File: src/rtl/ser_pkg.sv
package ser_pkg;
  localparam int unsigned NUM_LANES = 2;
  localparam int unsigned LANE_L = 0;
  localparam int unsigned LANE_R = 1;
endpackage

File: src/rtl/ser_hold_buf.sv
module ser_hold_buf #(
  parameter int unsigned WORD_W = 40
) (
  input  logic              clk_i,
  input  logic              rst_ni,
  input  logic              clear_i,
  input  logic              put_i,
  input  logic [WORD_W-1:0] put_l_i,
  input  logic [WORD_W-1:0] put_r_i,
  input  logic              take_i,
  output logic              valid_o,
  output logic [WORD_W-1:0] hold_l_o,
  output logic [WORD_W-1:0] hold_r_o,
  output logic              ovf_o
);
  always_ff @(posedge clk_i or negedge rst_ni) begin
    if (!rst_ni) begin
      valid_o  <= 1'b0;
      hold_l_o <= '0;
      hold_r_o <= '0;
      ovf_o    <= 1'b0;
    end else if (clear_i) begin
      valid_o  <= 1'b0;
      hold_l_o <= '0;
      hold_r_o <= '0;
      ovf_o    <= 1'b0;
    end else begin
      if (put_i) begin
        valid_o  <= 1'b1;
        hold_l_o <= put_l_i;
        hold_r_o <= put_r_i;
        // overwrite of a pair that is not leaving this cycle
        if (valid_o && !take_i) ovf_o <= 1'b1;
      end else if (take_i) begin
        valid_o <= 1'b0;
      end
    end
  end
endmodule

File: src/rtl/ser_bit_timer.sv
module ser_bit_timer #(
  parameter int unsigned WORD_W = 40
) (
  input  logic clk_i,
  input  logic rst_ni,
  input  logic clear_i,
  input  logic start_i,
  output logic busy_o,
  output logic last_o
);
  localparam int unsigned CNT_W = $clog2(WORD_W);
  localparam logic [CNT_W-1:0] CNT_TOP = CNT_W'(WORD_W - 1);

  logic [CNT_W-1:0] cnt_q;

  always_ff @(posedge clk_i or negedge rst_ni) begin
    if (!rst_ni) begin
      cnt_q  <= '0;
      busy_o <= 1'b0;
    end else if (clear_i) begin
      cnt_q  <= '0;
      busy_o <= 1'b0;
    end else if (start_i) begin
      cnt_q  <= CNT_TOP;
      busy_o <= 1'b1;
    end else if (busy_o) begin
      if (cnt_q == '0) busy_o <= 1'b0;
      else             cnt_q  <= cnt_q - 1'b1;
    end
  end

  assign last_o = busy_o && (cnt_q == '0);
endmodule

File: src/rtl/ser_lane.sv
module ser_lane #(
  parameter int unsigned WORD_W = 40
) (
  input  logic              clk_i,
  input  logic              rst_ni,
  input  logic              clear_i,
  input  logic              load_i,
  input  logic [WORD_W-1:0] word_i,
  output logic              bit_o
);
  logic [WORD_W-1:0] sreg_q;

  // zeros fill from the bottom, so an idle lane reads 0
  always_ff @(posedge clk_i or negedge rst_ni) begin
    if (!rst_ni)      sreg_q <= '0;
    else if (clear_i) sreg_q <= '0;
    else if (load_i)  sreg_q <= word_i;
    else              sreg_q <= {sreg_q[WORD_W-2:0], 1'b0};
  end

  assign bit_o = sreg_q[WORD_W-1];
endmodule

File: src/rtl/stereo_word_serializer.sv
module stereo_word_serializer
  import ser_pkg::*;
#(
  parameter int unsigned WORD_W = 40
) (
  input  logic              clk_i,
  input  logic              rst_ni,
  input  logic              clear_i,
  input  logic              frame_i,
  input  logic              res_valid_i,
  input  logic [WORD_W-1:0] res_left_i,
  input  logic [WORD_W-1:0] res_right_i,
  output logic              out_left_o,
  output logic              out_right_o,
  output logic              out_ready_o,
  output logic              overflow_o
);
  logic              hold_valid;
  logic [WORD_W-1:0] hold_l, hold_r;
  logic              busy, last;
  logic              start;
  logic [NUM_LANES-1:0][WORD_W-1:0] lane_word;
  logic [NUM_LANES-1:0]             lane_bit;

  // start on a frame strobe when free or finishing the last bit
  assign start = frame_i && hold_valid && (!busy || last) && !clear_i;

  ser_hold_buf #(.WORD_W(WORD_W)) u_hold (
    .clk_i    (clk_i),
    .rst_ni   (rst_ni),
    .clear_i  (clear_i),
    .put_i    (res_valid_i),
    .put_l_i  (res_left_i),
    .put_r_i  (res_right_i),
    .take_i   (start),
    .valid_o  (hold_valid),
    .hold_l_o (hold_l),
    .hold_r_o (hold_r),
    .ovf_o    (overflow_o)
  );

  ser_bit_timer #(.WORD_W(WORD_W)) u_timer (
    .clk_i   (clk_i),
    .rst_ni  (rst_ni),
    .clear_i (clear_i),
    .start_i (start),
    .busy_o  (busy),
    .last_o  (last)
  );

  assign lane_word[LANE_L] = hold_l;
  assign lane_word[LANE_R] = hold_r;

  for (genvar g = 0; g < NUM_LANES; g++) begin : g_lane
    ser_lane #(.WORD_W(WORD_W)) u_lane (
      .clk_i   (clk_i),
      .rst_ni  (rst_ni),
      .clear_i (clear_i),
      .load_i  (start),
      .word_i  (lane_word[g]),
      .bit_o   (lane_bit[g])
    );
  end

  assign out_left_o  = lane_bit[LANE_L];
  assign out_right_o = lane_bit[LANE_R];
  assign out_ready_o = busy;
endmodule

File: config.mk
export PLATFORM = sky130hd
export DESIGN_NAME = stereo_word_serializer
export DESIGN_NICKNAME = d
export VERILOG_FILES = /design/src/rtl/ser_pkg.sv /design/src/rtl/ser_hold_buf.sv /design/src/rtl/ser_bit_timer.sv /design/src/rtl/ser_lane.sv /design/src/rtl/stereo_word_serializer.sv
export SDC_FILE = /design/constraint.sdc
export NUM_CORES = 1
export LEC_CHECK = 0
export BUFFER_PORTS_ARGS = -buffer_cell sky130_fd_sc_hd__buf_4
export CORE_MARGIN = 1
export CORE_UTILIZATION = 50
export DETAILED_ROUTE_END_ITERATION = 10
export GPL_TIMING_DRIVEN = 0
export PLACE_DENSITY = 0.68
export REMOVE_ABC_BUFFERS = 1
export SLEW_MARGIN = 10
export SYNTH_ARGS = -nofsm -noshare
export SYNTH_HDL_FRONTEND = slang
export SYNTH_SLANG_ARGS = --single-unit
File: constraint.sdc
create_clock -name clk_i -period 2.5 [get_ports clk_i]
set_input_delay 0.375 -clock clk_i [delete_from_list [all_inputs] [get_ports clk_i]]
set_output_delay 0.375 -clock clk_i [all_outputs]
set_load 0.01 [all_outputs]
==> reports/metrics.csv <==
metric;value;unit
status;finished clean;
place_congestion;0.726;
final.setup.worst_slack;449;ps
hp-start;res_left_i[14];
synthFlopType;dfrtp_1;
use_met3;5.25;%
grt_pass1_vias;4727;
dp_hpwl;7680;µm
relSlewSlack;30.6;%
maxCapViolations;0;
ff2ff_path_depth;8;
crit_path_cell_trace;inv_1, ha_1, nand2b_1, o31ai_4, buf_8, buf_8, buf_16, mux2i_1;
numCtsBuffers;17;
avgSynthCellArea;11.2;µm²
slowest_stage;dfrtp_1;
syn_area;0.00729;mm²
nNetsFinal;812;
leakagePower;4.24;nW
ys_ff_latch;169;
ant_nets;0;
route.detailed.drc;0;
ys_types;37;
grt_overflow_total;0;
yosys.area.top_type;dfrtp_1;
viasPerCell;5.07;
start_kind;register;
cts_tree;done;
rsz0062_at_grt;no;
finalHoldViolCount;0;
yosysSeqAreaShare;58.0;%
cp.arrival;2390;ps
ioPinCount;89;
clk_path_buf_depth;2;
first_iter_violations;298;
cts.clk_slew.worst_paths;60;ps
grt_usage;19.0;%
die-area;0.0151;mm²
die_h;123;µm
rr_startpoint;u_timer.cnt_q[0];
setup_viol;0;
critPathMostFrequentCell;buf_8;
critPathMaxStageDelay;400;ps
drive_gt1_share;17.7;%
grt_pass1_wl;22000;µm
grt_max_degree;119;
ys_warn_count;0;
r2r_setup_slack;450;ps
pre_cts_slack;31.1;ps
first_pass_iters;6;
antenna_cells;0;
synth.most_common_cell;dfrtp_1;
power;6.24;mW
critPathKind;register to register;
min_period;2050;ps
fin_skew;7.00;ps
hold_path_depth;3;
routed_wl;13000;µm
io_buffers;88;
antenna_found_initial;0;
met2_usage;30.3;%
hp-class;input port to register;
die_x;123;µm
fmax;0.488;GHz
core-area;0.0140;mm²
synth_cells;654;
avgRoutedWirePerCell;14.2;µm
power.density;717;mW/mm²
worst_pin_slew;1040;ps
start_util;51.9;%
num_vias;4657;
slew_violations;0;
top_usage_layer;met2;
cts.root.buffer_cell;clkbuf_16;
rows;43;
min_period_over_period;82.0;%
cts_max_level;4;
synth_commonest_cells;169 x dfrtp_1, 159 x mux2i_1, 158 x nand2_1;
async_reset_ff_share;100;%
synthTopCellsByArea;dfrtp_1 58%, mux2i_1 22%, nand2_1 8.1%;
worstSkewPairLatency;420;ps
r2r-end;g_lane[1].u_lane.sreg_q[11];
cp.required;2830;ps
whs_endpoint;u_hold.hold_l_o[14];
cts_sinks;169;
use_met1;24.9;%
crit_path_max_fanout;14;
worst_setup_path_end_kind;register;
synth_edf_count;0;
yosysTopAreaCellShare;58.0;%
irDropWorstVdd;0.495;mV
area_growth;19.3;%
placed cells by master (no fill, tap or decap), types with 2 or more instances in the layout:
cell type / n
dfrtp_1: 169
mux2i_1: 159
nand2_1: 158
buf_4: 87
nor2_1: 83
clkbuf_16: 17
buf_8: 7
inv_1: 5
a21oi_1: 4
clkbuf_1: 4
clkinv_2: 4
nand2b_1: 3
clkbuf_8: 3
bufinv_16: 3
buf_16: 3
and3_1: 2
nor3_1: 2
mux2_2: 2
worst max-delay path, delay by kind of cell (launching register included):
family	cells	cell delay (ps)
mux	1	210
compound gates	1	310
fa+ha+maj	1	190
flops	1	400
buf+inv	4	670
simple gates	1	190
stage by stage:
stage | TNS, ps | cells | util, % | hold slack (ps) | instance area (µm²)
CTS | 0 | 918 | 61.9 | 182 | 8690
detailed placement | 0 | 885 | 57.6 | 404 | 8080
global placement | -219180 | 876 | 56.2 | 481 | 7900
global route | 0 | 919 | 62.0 | 190 | 8700
floorplan | -131310 | 608 | - | 79.4 | 7010
finish | 0 | 919 | 62.0 | 200 | 8700
power breakdown:
group / internal, mW / leakage, nW / switching, mW
sequential: 2.86 / 2.29 / 0.0602
combinational: 0.323 / 1.65 / 0.354
clock: 1.65 / 0.294 / 1.00
state kept, by name, summed over array words and instances (netlist names):
name	count
u_timer.busy_o	1
u_hold.hold_l_o	40
u_hold.valid_o	1
u_hold.hold_r_o	40
u_hold.ovf_o	1
u_timer.cnt_q	6
g_lane.u_lane.sreg_q	80
cells by family (layout without fill, tap and decap cells):
logic type / Yosys count / count (layout) / synth area share [%]
AND/OR/NAND/NOR: 255 / 255 / 13.7
flip-flops: 169 / 169 / 58.0
multiplexers: 161 / 161 / 22.1
buffers and inverters: 52 / 137 / 4.22
AO/OA/AOI/OAI: 16 / 16 / 1.84
adder cells (fa/ha/maj): 1 / 1 / 0.171
cell type report:
class                      count  area, µm²
tap                          180        225
timing repair buffer          99        862
clock inverter                 8        118
inverter                       6       27.5
multi-input combinational    433       2760
fill                        1142       5340
clock buffer                  24        482
sequential                   169       4230
metal layers:
metal | wire length, µm | vias up | share of wire, %
met5 | 0 | - | 0
met1 | 6070 | 2278 | 47
met2 | 6220 | 85 | 48
li1 | - | 2282 | -
met4 | 152 | 0 | 1.2
met3 | 580 | 12 | 4.5
worst max-delay path by stage:
| stage | endpoint | startpoint | depth (start not counted) |
|---|---|---|---|
| after floorplan | u_timer.cnt_q[5] | u_timer.cnt_q[4] | 3 |
| after global placement | g_lane[1].u_lane.sreg_q[21] | u_timer.cnt_q[4] | 3 |
| after detailed placement | g_lane[1].u_lane.sreg_q[11] | u_timer.cnt_q[4] | 6 |
| after CTS | g_lane[1].u_lane.sreg_q[11] | u_timer.cnt_q[4] | 6 |
| after global routing | g_lane[1].u_lane.sreg_q[26] | u_timer.cnt_q[0] | 8 |
| final | g_lane[1].u_lane.sreg_q[11] | u_timer.cnt_q[0] | 8 |
repair_timing:
item | 4_1_cts | 5_1_grt
endpoints found under the hold margin | 82 | 0
buffers inserted | 0 | 1
setup endpoints to repair | 0 | 23
gates resized for setup | 0 | 0
hold buffers | 1 | 0
No activity file was read; power rests on OpenSTA's default activity.
